**config.mk**
```make
export PLATFORM = sky130hd
export DESIGN_NAME = phy_link_resolver
export DESIGN_NICKNAME = d
export VERILOG_FILES = /design/src/rtl/phy_res_pkg.sv /design/src/rtl/phy_id_classify.sv /design/src/rtl/phy_vendor_decode.sv /design/src/rtl/mac_cfg_merge.sv /design/src/rtl/phy_link_resolver.sv
export SDC_FILE = /design/constraint.sdc
export NUM_CORES = 1
export LEC_CHECK = 0
export BUFFER_PORTS_ARGS = -buffer_cell sky130_fd_sc_hd__buf_4
export CAP_MARGIN = 25
export CORE_MARGIN = 10
export CORE_UTILIZATION = 51
export CTS_CLUSTER_SIZE = 20
export DETAILED_ROUTE_END_ITERATION = 8
export GPL_TIMING_DRIVEN = 0
export PLACE_DENSITY = 0.84
export SETUP_SLACK_MARGIN = 0.02
export SLEW_MARGIN = 20
export SYNTH_ARGS = -nofsm -noshare
export SYNTH_HDL_FRONTEND = slang
export SYNTH_SLANG_ARGS = --single-unit
export TNS_END_PERCENT = 5
```
**constraint.sdc**
```tcl
create_clock -name clk -period 2.3 [get_ports clk]
set_clock_uncertainty 0.2 [all_clocks]
set_input_delay 0.23 -clock clk [delete_from_list [all_inputs] [get_ports clk]]
set_output_delay 0.23 -clock clk [all_outputs]
set_load 0.005 [all_outputs]
```
**src/rtl/phy_res_pkg.sv**
```systemverilog
package phy_res_pkg;

    typedef enum logic [2:0] {
        PK_NONE  = 3'd0,
        PK_A     = 3'd1,
        PK_B     = 3'd2,
        PK_C     = 3'd3,
        PK_D     = 3'd4,
        PK_E     = 3'd5,
        PK_OTHER = 3'd7
    } phy_kind_e;

    typedef enum logic [2:0] {
        SQ_IDLE,
        SQ_SCAN,
        SQ_IDENT,
        SQ_LINK,
        SQ_GAP,
        SQ_STAT
    } seq_state_e;

    localparam logic [1:0] SPD_NONE = 2'd0;
    localparam logic [1:0] SPD_10   = 2'd1;
    localparam logic [1:0] SPD_100  = 2'd2;
    localparam logic [1:0] SPD_1000 = 2'd3;

    localparam logic [1:0] DPX_NONE = 2'd0;
    localparam logic [1:0] DPX_HALF = 2'd1;
    localparam logic [1:0] DPX_FULL = 2'd2;

    localparam logic [4:0] REG_BSTAT = 5'd1;
    localparam logic [4:0] REG_IDENT = 5'd2;
    localparam logic [4:0] REG_V17   = 5'd17;
    localparam logic [4:0] REG_V18   = 5'd18;

    localparam int LINK_BIT = 2;

endpackage

```
**src/rtl/phy_id_classify.sv**
```systemverilog
module phy_id_classify
    import phy_res_pkg::*;
(
    input  logic [15:0] id_word,
    output phy_kind_e   kind
);
    always_comb begin
        unique case (id_word)
            16'h0016: kind = PK_A;
            16'h0022: kind = PK_B;
            16'h0141: kind = PK_C;
            16'h0302: kind = PK_D;
            16'h0013: kind = PK_E;
            default:  kind = PK_OTHER;
        endcase
    end
endmodule

```
**src/rtl/phy_vendor_decode.sv**
```systemverilog
module phy_vendor_decode
    import phy_res_pkg::*;
(
    input  phy_kind_e   kind,
    input  logic [15:0] stat_word,
    output logic [4:0]  stat_reg,
    output logic [1:0]  spd,
    output logic [1:0]  dpx
);
    always_comb begin
        stat_reg = REG_V18;
        spd      = SPD_NONE;
        dpx      = DPX_NONE;
        unique case (kind)
            PK_A: begin
                stat_reg = REG_V18;
                spd      = stat_word[7] ? SPD_100 : SPD_10;
                dpx      = stat_word[6] ? DPX_FULL : DPX_HALF;
            end
            PK_B, PK_D: begin
                stat_reg = REG_V18;
                spd      = stat_word[10] ? SPD_100 : SPD_10;
                dpx      = stat_word[11] ? DPX_FULL : DPX_HALF;
            end
            PK_C: begin
                stat_reg = REG_V17;
                unique case (stat_word[15:14])
                    2'b10:   spd = SPD_1000;
                    2'b01:   spd = SPD_100;
                    default: spd = SPD_10;
                endcase
                dpx = stat_word[13] ? DPX_FULL : DPX_HALF;
            end
            PK_E: begin
                stat_reg = REG_V17;
                unique case (stat_word[15:14])
                    2'b11:   spd = SPD_1000;
                    2'b10:   spd = SPD_100;
                    default: spd = SPD_10;
                endcase
                dpx = stat_word[9] ? DPX_FULL : DPX_HALF;
            end
            default: begin
                stat_reg = REG_V18;
                spd      = SPD_NONE;
                dpx      = DPX_NONE;
            end
        endcase
    end
endmodule

```
**src/rtl/mac_cfg_merge.sv**
```systemverilog
module mac_cfg_merge
    import phy_res_pkg::*;
#(
    parameter int CFG_W    = 32,
    parameter int POS_10M  = 19,
    parameter int POS_1000 = 16,
    parameter int POS_FULL = 20
) (
    input  logic [CFG_W-1:0] cfg_in,
    input  logic [1:0]       spd,
    input  logic [1:0]       dpx,
    output logic [CFG_W-1:0] cfg_out
);
    localparam logic [CFG_W-1:0] ONE       = {{(CFG_W-1){1'b0}}, 1'b1};
    localparam logic [CFG_W-1:0] MASK_10M  = ONE << POS_10M;
    localparam logic [CFG_W-1:0] MASK_1000 = ONE << POS_1000;
    localparam logic [CFG_W-1:0] MASK_FULL = ONE << POS_FULL;
    localparam logic [CFG_W-1:0] MASK_ALL  = MASK_10M | MASK_1000 | MASK_FULL;

    always_comb begin
        cfg_out = cfg_in & ~MASK_ALL;
        if (spd == SPD_10)   cfg_out = cfg_out | MASK_10M;
        if (spd == SPD_1000) cfg_out = cfg_out | MASK_1000;
        if (dpx == DPX_FULL) cfg_out = cfg_out | MASK_FULL;
    end
endmodule

```
**src/rtl/phy_link_resolver.sv**
```systemverilog
module phy_link_resolver
    import phy_res_pkg::*;
#(
    parameter int ADDR_W     = 5,
    parameter int FIRST_ADDR = 1,
    parameter int LAST_ADDR  = 31,
    parameter int POLL_LIMIT = 4096,
    parameter int POLL_GAP   = 1000,
    parameter int CFG_W      = 32
) (
    input  logic              clk,
    input  logic              rst_n,
    input  logic              start,
    output logic              rd_req,
    output logic [ADDR_W-1:0] rd_phy,
    output logic [4:0]        rd_reg,
    input  logic              rd_ack,
    input  logic [15:0]       rd_data,
    output logic              busy,
    output logic              done,
    output logic              found,
    output logic [ADDR_W-1:0] phy_addr,
    output logic [2:0]        phy_type,
    output logic              link_ok,
    output logic [1:0]        speed,
    output logic [1:0]        duplex,
    input  logic [CFG_W-1:0]  cfg_in,
    output logic [CFG_W-1:0]  cfg_out
);
    localparam int TRY_W = $clog2(POLL_LIMIT + 1);
    localparam int GAP_W = $clog2(POLL_GAP + 1);
    localparam logic [TRY_W-1:0]  TRY_LAST = TRY_W'(POLL_LIMIT - 1);
    localparam logic [GAP_W-1:0]  GAP_LAST = GAP_W'(POLL_GAP - 1);
    localparam logic [ADDR_W-1:0] ADR_FST  = ADDR_W'(FIRST_ADDR);
    localparam logic [ADDR_W-1:0] ADR_LST  = ADDR_W'(LAST_ADDR);

    typedef struct packed {
        seq_state_e        st;
        logic [ADDR_W-1:0] addr;
        logic [TRY_W-1:0]  tries;
        logic [GAP_W-1:0]  gap;
        logic              found;
        logic              done;
        logic              link;
        phy_kind_e         kind;
        logic [1:0]        spd;
        logic [1:0]        dpx;
    } seq_t;

    seq_t q, d;

    phy_kind_e  id_kind;
    logic [4:0] vend_reg;
    logic [1:0] vend_spd;
    logic [1:0] vend_dpx;
    logic       req_c;
    logic [4:0] reg_c;
    logic       answered;

    phy_id_classify u_classify (
        .id_word (rd_data),
        .kind    (id_kind)
    );

    phy_vendor_decode u_vendor (
        .kind      (q.kind),
        .stat_word (rd_data),
        .stat_reg  (vend_reg),
        .spd       (vend_spd),
        .dpx       (vend_dpx)
    );

    mac_cfg_merge #(
        .CFG_W (CFG_W)
    ) u_cfg (
        .cfg_in  (cfg_in),
        .spd     (q.spd),
        .dpx     (q.dpx),
        .cfg_out (cfg_out)
    );

    assign answered = (rd_data != 16'hFFFF) && (rd_data != 16'h0000);

    always_comb begin
        d     = q;
        req_c = 1'b0;
        reg_c = REG_BSTAT;
        unique case (q.st)
            SQ_IDLE: begin
                if (start) begin
                    d.st    = SQ_SCAN;
                    d.addr  = ADR_FST;
                    d.tries = '0;
                    d.gap   = '0;
                    d.found = 1'b0;
                    d.done  = 1'b0;
                    d.link  = 1'b0;
                    d.kind  = PK_NONE;
                    d.spd   = SPD_NONE;
                    d.dpx   = DPX_NONE;
                end
            end
            SQ_SCAN: begin
                req_c = 1'b1;
                reg_c = REG_BSTAT;
                if (rd_ack) begin
                    if (answered) begin
                        d.found = 1'b1;
                        d.st    = SQ_IDENT;
                    end else if (q.addr == ADR_LST) begin
                        d.done = 1'b1;
                        d.st   = SQ_IDLE;
                    end else begin
                        d.addr = q.addr + 1'b1;
                    end
                end
            end
            SQ_IDENT: begin
                req_c = 1'b1;
                reg_c = REG_IDENT;
                if (rd_ack) begin
                    d.kind  = id_kind;
                    d.tries = '0;
                    d.st    = SQ_LINK;
                end
            end
            SQ_LINK: begin
                req_c = 1'b1;
                reg_c = REG_BSTAT;
                if (rd_ack) begin
                    if (rd_data[LINK_BIT]) begin
                        if (q.kind == PK_OTHER) begin
                            d.link = 1'b1;
                            d.done = 1'b1;
                            d.st   = SQ_IDLE;
                        end else begin
                            d.st = SQ_STAT;
                        end
                    end else if (q.tries == TRY_LAST) begin
                        d.done = 1'b1;
                        d.st   = SQ_IDLE;
                    end else begin
                        d.tries = q.tries + 1'b1;
                        d.gap   = '0;
                        d.st    = SQ_GAP;
                    end
                end
            end
            SQ_GAP: begin
                if (q.gap == GAP_LAST) begin
                    d.st = SQ_LINK;
                end else begin
                    d.gap = q.gap + 1'b1;
                end
            end
            SQ_STAT: begin
                req_c = 1'b1;
                reg_c = vend_reg;
                if (rd_ack) begin
                    d.spd  = vend_spd;
                    d.dpx  = vend_dpx;
                    d.link = 1'b1;
                    d.done = 1'b1;
                    d.st   = SQ_IDLE;
                end
            end
            default: d.st = SQ_IDLE;
        endcase
    end

    always_ff @(posedge clk or negedge rst_n) begin
        if (!rst_n) begin
            q.st    <= SQ_IDLE;
            q.addr  <= '0;
            q.tries <= '0;
            q.gap   <= '0;
            q.found <= 1'b0;
            q.done  <= 1'b0;
            q.link  <= 1'b0;
            q.kind  <= PK_NONE;
            q.spd   <= SPD_NONE;
            q.dpx   <= DPX_NONE;
        end else begin
            q <= d;
        end
    end

    assign rd_req   = req_c;
    assign rd_reg   = reg_c;
    assign rd_phy   = q.addr;
    assign busy     = (q.st != SQ_IDLE);
    assign done     = q.done;
    assign found    = q.found;
    assign phy_addr = q.found ? q.addr : '0;
    assign phy_type = q.kind;
    assign link_ok  = q.link;
    assign speed    = q.spd;
    assign duplex   = q.dpx;

endmodule

```
# [Word level (Yosys, flattened, before mapping)]
# Cells that the tools add are included.
[totals] register_bits=41 input_bits=52 wordCells=137
[op_classes] reduce_logical=23 n_mux=57 add_sub_neg=3 n_eq_ne=44
[ops] cell="23-bit two-way mux" n=3
[ops] cell="41-bit two-way mux" n=1
[ops] cell="13-bit case mux with 3 select lines" n=1
[ops] cell="16-bit by 5-bit == test with 1-bit output, second input constant" n=2
[ops] cell="3-bit two-way mux" n=10
[ops] cell="2-bit inequality test, second input constant" n=15
[ops] cell="10-bit case mux with 3 select lines" n=1
[ops] cell="2-bit two-way mux" n=11
[ops] cell="21-bit two-way mux" n=1
[ops] cell="20-bit two-way mux" n=1
[ops] cell="5-bit case mux with 2 select lines" n=2
[ops] cell="3-bit case mux with 6 select lines" n=1
[ops] cell="6-bit AND reduction" n=3
[ops] cell="17-bit two-way mux" n=1
[ops] cell="16-bit by 10-bit == test with 1-bit output, second input constant" n=1
[ops] cell="16-bit by 6-bit == test with 1-bit output, second input constant" n=1
[ops] cell="16-bit by 9-bit == test with 1-bit output, second input constant" n=1
[ops] cell="16-bit inequality test, second input constant" n=1
[ops] cell="2-bit case mux with 4 select lines" n=2
[ops] cell="16-bit nonzero test" n=1
[ops] cell="3-bit == test, second input constant" n=5
[ops] cell="5-bit two-way mux" n=3
[ops] cell="3-bit case mux with 5 select lines" n=1
[ops] cell="13-bit by 1-bit adder with 13-bit output, second input constant" n=1
[ops] cell="other kinds (33)" n=57

# [Longest topological paths before layout]
# Gate-level depths: netlist of run 1.
[logic_depth] ltp_word=5 mapped_depth=8 depth_no_buf=8

# [By module]
# A second synthesis of run 1 with hierarchy kept.
[unflattened] cells_unflattened=367 hier_area_um2=3156.8
[by_module_without_submodules] mod="phy_link_resolver" seq_area_each_um2=1026.0 area_per_inst_um2=2453.6 cells_each=268 instances=1
[by_module_without_submodules] mod="phy_vendor_decode" seq_area_each_um2=0.0 area_per_inst_um2=299.0 cells_each=41 instances=1
[by_module_without_submodules] mod="mac_cfg_merge" seq_area_each_um2=0.0 area_per_inst_um2=240.2 cells_each=32 instances=1
[by_module_without_submodules] mod="phy_id_classify" seq_area_each_um2=0.0 area_per_inst_um2=163.9 cells_each=26 instances=1

# [Worst setup path after synthesis of run 1]
# No wires, ideal clock.
[synth_timing] path_kind="reg-to-reg" from="register q[20] in the netlist's numbering" to="register q[27] in the netlist's numbering" stages_incl_launch_ff=8 path_slack_ns=0.178 arrival_time_ns=1.844 setup_ns=0.078 path_buffers=0 required_ns=2.022 cell_sequence="dfrtp_1 > ha_1 > and3_1 > and4bb_4 > a2bb2oi_4 > nand2_4 > or3_1 > a21oi_1"
[synth_via] elab_chain_cells=5
[synth_lines] item="start, declared" line_no="phy_link_resolver.sv:50" rtl="seq_t q, d;"
[synth_lines] item="13-bit by 1-bit adder with 13-bit output" line_no="phy_link_resolver.sv:143" rtl="d.tries = q.tries + 1'b1;"
[synth_lines] item="23-bit two-way mux" line_no="phy_link_resolver.sv:139" rtl="end else if (q.tries == TRY_LAST) begin"
[synth_lines] item="23-bit two-way mux" line_no="phy_link_resolver.sv:131" rtl="if (rd_data[LINK_BIT]) begin"
[synth_lines] item="23-bit two-way mux" line_no="phy_link_resolver.sv:130" rtl="if (rd_ack) begin"
[synth_lines] item="13-bit case mux with 3 select lines" line_no="phy_link_resolver.sv:88" rtl="unique case (q.st)"
# Several ways; a longest one is shown, not always the timed one. The select of a mux whose other input is x is not followed.
# A chain may end at the register's enable or synchronous reset.

# [Final worst setup path of run 1]
# Same ends and word-level chain as after synthesis.

==> summary.log, run 1 <==
qor: outcome.run_status complete, no violations
qor: sta.period_share 0.9525
qor: sta.max_slew_margin 0.6479
qor: sta.report.final.hold_viol_count 0
qor: logic_synthesis.synth.yosys.seq_area_share 0.3288
qor: detailed_routing.post-route-drc-count 0
qor: clock_tree.cts_tree yes
qor: clock_tree.htreeDepth 2
qor: sta.report.final.setup_viol 0
qor: global_routing.first_pass_grt_wire_length 13650 um
qor: sta.achievable-frequency 0.4565 GHz
qor: global_routing.grt_most_used_layer met2
qor: clock_tree.clock_sink_count 41
qor: die.die_area 9647 sq um
qor: die.placement_rows 28
qor: logic_synthesis.synth_edf_count 0
qor: global_routing.gr-usage-all-layers 0.1636
qor: die.fp.coreArea 5921 sq um
qor: worst_setup_path.criticalPathCategory flip-flop to flip-flop
qor: logic_synthesis.synth_ff_type dfrtp_1
qor: worst_setup_path.timing.critical_path.fanout_max 9
qor: placement.finalWeightedCongestion 0.8691
qor: clock_tree.worst_setup_hold_path_clk_slew 0.09 ns
qor: detailed_routing.vias 3010
qor: detailed_routing.detail_route.iter0.violations 207
qor: placement.dp_hpwl 6557 um
qor: detailed_routing.antenna_left 0
qor: clock_tree.clk_latency 0.30 ns
qor: logic_synthesis.ys_seq_elements 41
qor: placement.numPlacedInstances 520
qor: global_routing.grt_util_met2 0.2843
qor: die.dieWidth 98.22 um
qor: worst_setup_path.worst-endpoint-required 2.33 ns
qor: cells_and_area.filler_free_cell_count_of_the_finished_design 530
qor: logic_synthesis.avgSynthCellArea 8.411 sq um
qor: worst_setup_path.arrival 2.22 ns
qor: logic_synthesis.synth.cell_area 3120 sq um
qor: logic_synthesis.synthCells 371
qor: die.initial_utilization 0.5270
qor: cells_and_area.synthToLayoutAreaGrowth 24.62%
qor: sta.timing_worst_slew_pin_value 0.5281 ns
qor: power.worst_ir_drop_vdd 0.0005686 V
qor: min_path.hp-class input port to flip-flop
qor: global_routing.grt.overflow.total 0
qor: sta.drv_slew 0
qor: worst_setup_path.element_type_at_the_critical_path_start flip-flop
qor: die.pin_count 111
qor: global_routing.initial_antenna_violation_count 0
qor: logic_synthesis.ys_async_sr_fraction 1.000
qor: clock_tree.cts_buffers 5
qor: global_routing.grt_max_degree 42
qor: sta.period_minus_slack 2.191 ns
qor: detailed_routing.avgRoutedWirePerCell 15.73 um
qor: cells_and_area.layout-drive-gt1-share 0.3275
qor: power.report.power.total 3.242 mW
qor: global_routing.met3_usage 0.04581
qor: detailed_routing.drt_pass1_iterations 5
qor: cells_and_area.num-nets-final 514
qor: global_routing.grtUsageMet1 0.1909
qor: detailed_routing.avgViaCountPerCell 5.679
qor: cells_and_area.num_antenna_cells 0
qor: clock_tree.cts_root_buffer clkbuf_8
qor: sta.grt_setup_unrepaired true
qor: run.drv_cap 0
qor: global_routing.vias_in_the_first_global_route 2908
qor: die.die-height 98.22 um
qor: power.power_per_cell_area 833.7 nW/um^2
qor: detailed_routing.wirelength 8338 um
qor: clock_tree.cts_max_path_buffers 2
qor: power.leak 1.905 nW
qor: logic_synthesis.number_of_unique_standard_cell_types_used_by_synthesis 63
qor: logic_synthesis.synthesis.yosys.warnings 0
qor: placement.buffers_added_on_ports 73
qor: worst_setup_path.crit_path_end_kind flip-flop
==> synth_stat cells (2+ instances only) <==
| cell | count | share of area |
|---|---|---|
| or3_1 | 4 | 0.0080 |
| nand4_1 | 14 | 0.028 |
| nor4b_1 | 2 | 0.0056 |
| nand3_1 | 16 | 0.026 |
| o31ai_1 | 6 | 0.014 |
| o41ai_1 | 2 | 0.0056 |
| and4_1 | 2 | 0.0056 |
| o21ai_0 | 20 | 0.032 |
| inv_1 | 11 | 0.013 |
| nand2_1 | 34 | 0.041 |
| a21oi_1 | 14 | 0.022 |
| and3_1 | 11 | 0.022 |
| and2_1 | 9 | 0.018 |
| a31oi_1 | 3 | 0.0060 |
| nor4_2 | 2 | 0.0080 |
| nor2b_1 | 4 | 0.0080 |
| ha_1 | 8 | 0.032 |
| buf_2 | 3 | 0.0048 |
| mux2_2 | 2 | 0.0072 |
| nor4_1 | 4 | 0.0080 |
| nand2b_1 | 2 | 0.0040 |
| buf_4 | 44 | 0.11 |
| o2bb2ai_1 | 2 | 0.0056 |
| nor2_1 | 30 | 0.036 |
| dfrtp_1 | 41 | 0.33 |
| nor3_1 | 6 | 0.0096 |
| xor2_1 | 11 | 0.031 |
| a41o_1 | 2 | 0.0064 |
| or2_2 | 2 | 0.0040 |
| buf_6 | 2 | 0.0072 |
| nor2_2 | 2 | 0.0040 |
| clkbuf_1 | 10 | 0.012 |
| o21ai_1 | 13 | 0.021 |
| a21o_1 | 4 | 0.0096 |
==> per-stage QoR <==
stage | hold slack, ns | setup WS [ns] | cell area, sq um | TNS (ns) | utilization
floorplan | -0.2656 | 0.1777 | 3124 | 0 | -
global placement | 0.04634 | 0.01011 | 3766 | 0 | 0.6361
detailed placement | 0.04740 | -0.02426 | 3766 | -0.08741 | 0.6361
CTS | 0.1279 | 0.03728 | 3886 | 0 | 0.6564
global route | 0.1520 | -0.01586 | 3889 | -0.03192 | 0.6568
finish | 0.1327 | 0.1093 | 3889 | 0 | 0.6568
==> per-layer routing <==
layer,share of wire,vias up
li1,-,1442
met1,0.43,1422
met2,0.48,136
met3,0.079,10
met4,0.012,0
met5,0,-
==> path summary, 6_finish.rpt <==
kind,end,slack [ns],startpoint,cells past startpoint
max,q[27],0.11,q[20],7
min in group asynchronous,q[26],0.24,rst_n,2
min reg2reg,link_ok,0.31,link_ok,2
min,phy_type[1],0.13,rd_data[2],4
max in group asynchronous,link_ok,1.29,rst_n,2
max reg2reg,q[27],0.11,q[20],7
==> critical path, cell delays in order, from the launching register on <==
cell and delay, ns:
dfrtp_1 0.43, ha_1 0.23, and3_1 0.23, and4bb_4 0.24, a2bb2oi_4 0.18, nand2_4 0.10
or3_1 0.36, a21oi_1 0.14
==> power breakdown <==
part	switching [mW]	internal [mW]
clock network	0.265	0.210
registers	0.131	0.847
logic	0.973	0.817
total	1.37	1.87
==> state kept, by name (all words and copies together) (netlist names) <==
name	flops
q	26
duplex	2
speed	2
done	1
link_ok	1
rd_phy	5
phy_type	3
found	1
==> layout by cell type, fill, tap and decap left out, types with 3 or more instances in the layout <==
master | netlist | layout
inv_1 | 11 | 11
and2_1 | 9 | 9
clkbuf_1 | 10 | 10
nor2_1 | 30 | 30
and3_1 | 11 | 11
nor4_1 | 4 | 4
clkbuf_8 | 0 | 5
o21ai_1 | 13 | 13
nor2b_1 | 4 | 4
a31oi_1 | 3 | 3
o31ai_1 | 6 | 6
nand2_1 | 34 | 34
nor3_1 | 6 | 6
buf_4 | 44 | 119
a21oi_1 | 14 | 14
nand3_1 | 16 | 16
a21o_1 | 4 | 4
xor2_1 | 11 | 11
nand4_1 | 14 | 14
ha_1 | 8 | 8
dfrtp_1 | 41 | 41
or3_1 | 4 | 4
o21ai_0 | 20 | 20
==> cells by family (layout without fill, tap and decap cells) <==
logic type | count (synthesis) | in the layout | synth area share
AND/OR/NAND/NOR | 151 | 151 | 0.2614
AO/OA/AOI/OAI | 83 | 83 | 0.1845
buffers and inverters | 71 | 154 | 0.1443
flip-flops | 41 | 41 | 0.3288
XOR/XNOR | 12 | 12 | 0.03368
adder cells (fa/ha/maj) | 8 | 8 | 0.03208
multiplexers | 4 | 4 | 0.01403
other | 1 | 2 | 0.001202
==> area by class of cell <==
class,count,area [sq um]
Fill cell,512,2032
Buffer,59,407.9
Timing Repair Buffer,75,565.5
Sequential cell,41,1026
Clock buffer,5,68.82
Tap cell,75,93.84
Clock inverter,3,17.52
Multi-Input combinational cell,260,1664
Inverter,12,45.04
==> timing repair <==
item | CTS | global route
endpoints found under the hold margin | 41 | 0
hold buffers | 1 | 0
resized for setup | 2 | 2
endpoints found under the setup margin | 10 | 15
buffers inserted | 1 | 0
pin swaps | 1 | 2
Power figures use the tool's default switching activity.
==> run 2: changes to the inputs <==
Settings changed: CORE_ASPECT_RATIO from default to 1.5, RECOVER_POWER from default to 25.
==> run 2 against run 1 <==
  * Global-route usage grew 0.26 points
  * Critical path depth down 1
  * Die area increased by 0.67%
  * Worst setup slack gained 0.016 ns
  * Fmax rose by 0.74%
  * Sequential cell count did not move
  * Design area fell by 0.29%
  * Sequential power about the same
  * Cell count decreased by 0.94%
  * Core utilization increased by 0.37 points
==> summary.log, run 2 (synthesis gave the netlist of run 1 again) <==
qor: detailed_routing.avgViaCountPerCell 5.745 [+1.2%]
qor: power.p_seq_frac 0.301 [about the same]
qor: sta.grt_setup_unrepaired false
qor: worst_setup_path.critical_path.slowest_cell dfrtp_1
qor: power.netSwitchingFraction 0.4261 [+0.003793]
qor: global_routing.grt_max_degree 42 [unchanged]
qor: global_routing.gr-usage-all-layers 0.1662 [+0.002584]
qor: worst_setup_path.crit_path_end_kind output pin
qor: sta.timing_worst_slew_pin_value 1.023 ns [+0.4953 ns]
qor: clock_tree.worst_setup_hold_path_clk_slew 0.08 ns [about the same]
qor: detailed_routing.detail_route.iter0.violations 193 [-6.8%]
qor: worst_setup_path.timing.critical_path.fanout_max 10 [+1]
qor: sta.max_slew_margin 0.3177 [-0.3302]
qor: power.internal_power 1.872 mW [about the same]
qor: cells_and_area.layout-drive-gt1-share 0.3311 [+0.003653]
qor: cells_and_area.most_flop_heavy_register q
qor: detailed_routing.drt_pass1_iterations 4 [-1]
qor: worst_setup_path.cells_along_the_critical_path buf_4, inv_2, nor3_2, or2_2, inv_1, buf_4
qor: worst_setup_path.worst_r2r_path_depth 6 [-1]
qor: clock_tree.clock_sink_count 41 [unchanged]
qor: global_routing.first_pass_grt_wire_length 13900 um [+1.8%]
qor: worst_setup_path.r2r-end q[40]
qor: worst_setup_path.worst-endpoint-required 1.87 ns [-0.46 ns]
qor: worst_setup_path.element_type_at_the_critical_path_start flip-flop
qor: min_path.min_delay_worst_endpoint phy_type[1]
qor: min_path.beginning_of_the_worst_hold_path rd_data[2]
qor: detailed_routing.avgRoutedWirePerCell 16.34 um [+3.8%]
qor: die.die-height 115.8 um [+18%]
qor: sta.report.final.setup_viol 0 [unchanged]
qor: detailed_routing.antenna_left 0 [unchanged]
qor: min_path.hp-class input port to flip-flop
qor: clock_tree.cts_root_buffer clkbuf_8
qor: worst_setup_path.critical_path.most_common_cell buf_4
qor: cells_and_area.synthToLayoutAreaGrowth 24.26%
qor: die.fp.coreArea 5871 sq um [-0.85%]
qor: cells_and_area.mostFrequentLayoutCells buf_4, dfrtp_1, nand2_1, nor2_1, clkbuf_4
qor: sta.achievable-frequency 0.4599 GHz [+0.74%]
qor: detailed_routing.vias 3016 [+0.20%]
qor: detailed_routing.post-route-drc-count 0 [unchanged]
qor: worst_setup_path.cp_top_delay_family simple AND/OR/NAND/NOR gates
qor: cells_and_area.final_area 3877 sq um [-0.29%]
qor: worst_setup_path.arrival 1.74 ns [-0.48 ns]
qor: clock_tree.cts_buffers 5 [unchanged]
qor: global_routing.vias_in_the_first_global_route 3103 [+6.7%]
qor: die.dieWidth 83.87 um [-15%]
qor: clock_tree.htreeDepth 2 [unchanged]
qor: sta.drv_slew 0 [unchanged]
qor: detailed_routing.wirelength 8577 um [+2.9%]
qor: die.initial_utilization 0.5315 [+0.004493]
qor: power.power_per_cell_area 841.2 nW/um^2 [+0.90%]
qor: global_routing.initial_antenna_violation_count 0 [unchanged]
qor: worst_setup_path.timing.rr.start q[14]
qor: power.leak 1.879 nW [-1.4%]
qor: worst_setup_path.reg2reg_setup_slack 0.13 ns [+0.02 ns]
qor: die.placement_rows 34 [+21%]
qor: die.pin_count 111 [unchanged]
qor: sta.report.final.hold_viol_count 0 [unchanged]
qor: die.die_area 9712 sq um [+0.67%]
qor: cells_and_area.layout_commonest_cell buf_4
qor: global_routing.grt.overflow.total 0 [unchanged]
qor: power.combinational_share_of_power 0.565 [+0.013]
qor: clock_tree.cts_tree yes
qor: worst_setup_path.criticalPathCategory flip-flop to output pin
qor: power.power.clock.fraction 0.135 [-0.011]
qor: sta.period_minus_slack 2.175 ns [-0.01619 ns]
qor: placement.dp_hpwl 6758 um [+3.1%]
qor: clock_tree.cts_max_path_buffers 2 [unchanged]
qor: power.power.net_switching 1.390 mW [+1.5%]
qor: cells_and_area.num_antenna_cells 0 [unchanged]
qor: run.drv_cap 0 [unchanged]
qor: cells_and_area.num-nets-final 514 [unchanged]
qor: cells_and_area.final_core_util 0.6605 [+0.003681]
qor: clock_tree.clk_latency 0.29 ns [about the same]
qor: outcome.run_status complete, no violations
qor: placement.finalWeightedCongestion 0.8964 [+3.1%]
qor: worst_setup_path.worstPathBufferInverterCount 4 [+4]
qor: power.worst_ir_drop_vdd 0.0005610 V [-1.3%]
qor: sta.fin_tns_setup 0 ns [unchanged]
qor: placement.dpl-instance-area 3762 sq um [about the same]
qor: cells_and_area.largest_register_ff_count 26 [unchanged]
qor: placement.buffers_added_on_ports 73 [unchanged]
qor: worst_setup_path.max_stage_delay 0.46 ns [+0.03 ns]
qor: sta.period_share 0.9454 [-0.007039]
qor: min_path.worstHoldPathCells 4 [unchanged]
==> run 2: what timing repair did <==
item | in CTS | in global routing
setup endpoints to repair | 10 | 20
pin swaps | 1 | 2
buffers inserted | 1 | 0
hold buffers | 1 | 0
resized for setup | 3 | 10
endpoints found under the hold margin | 41 | 0
==> run 2: worst max path at each step <==
stage          start        end  slack, ns  depth (start not counted)
5_1_grt        q[14]      q[40]       0.02                          6
3_3_place_gp   q[20]      q[13]      -0.02                          8
4_1_cts        q[10]      q[40]       0.03                          7
6_report       q[39]  rd_reg[0]       0.13                          6
2_1_floorplan  q[20]      q[27]       0.18                          7
3_5_place_dp   q[20]      q[17]      -0.08                          8
==> run 2: cell type report <==
type	instances	area (sq um)
repair buffers	75	548.0
plain buffers	59	409.1
flip-flops and latches	41	1027
multi-input cells	260	1684
inverters	12	45.04
clock buffers	5	68.82
well taps	72	90.09
clock inverters	1	5.005
fillers	519	1993
==> run 2: tightest hold or removal path, delay by kind of cell <==
kind / cells / cell delay [ns]
buffers and inverters: 1 / 0.11
AOI/OAI and AO/OA: 1 / 0.06
and+or+nand+nor: 2 / 0.19
==> run 2: through the flow <==
| stage | hold slack, ns | cells | power (mW) | worst slack (ns) |
|---|---|---|---|---|
| global placement | 0.04406 | 517 | 2.714 | -0.01521 |
| global route | 0.1530 | 525 | 3.490 | 0.02217 |
| finish | 0.1447 | 525 | 3.262 | 0.1255 |
| CTS | 0.1391 | 525 | 3.226 | 0.02977 |
| floorplan | -0.2656 | 372 | 2.145 | 0.1777 |
| detailed placement | 0.04287 | 517 | 2.764 | -0.07573 |
==> run 2: layer usage <==
| metal | GRT usage | share of wire | vias up |
|---|---|---|---|
| met3 | 0.04494 | 0.072 | 29 |
| met2 | 0.3034 | 0.51 | 147 |
| li1 | - | - | 1440 |
| met1 | 0.1667 | 0.38 | 1400 |
| met5 | 0 | 0 | - |
| met4 | 0.09518 | 0.035 | 0 |
==> run 2: power by group through the flow <==
stage                     clock network (mW)  registers [mW]  logic (mW)
after CTS                              0.444           0.979        1.80
final                                  0.439           0.981        1.84
after floorplan                            0           0.962        1.18
after global placement                     0           0.984        1.73
after detailed placement                   0           0.993        1.77
after global routing                   0.469            1.00        2.02
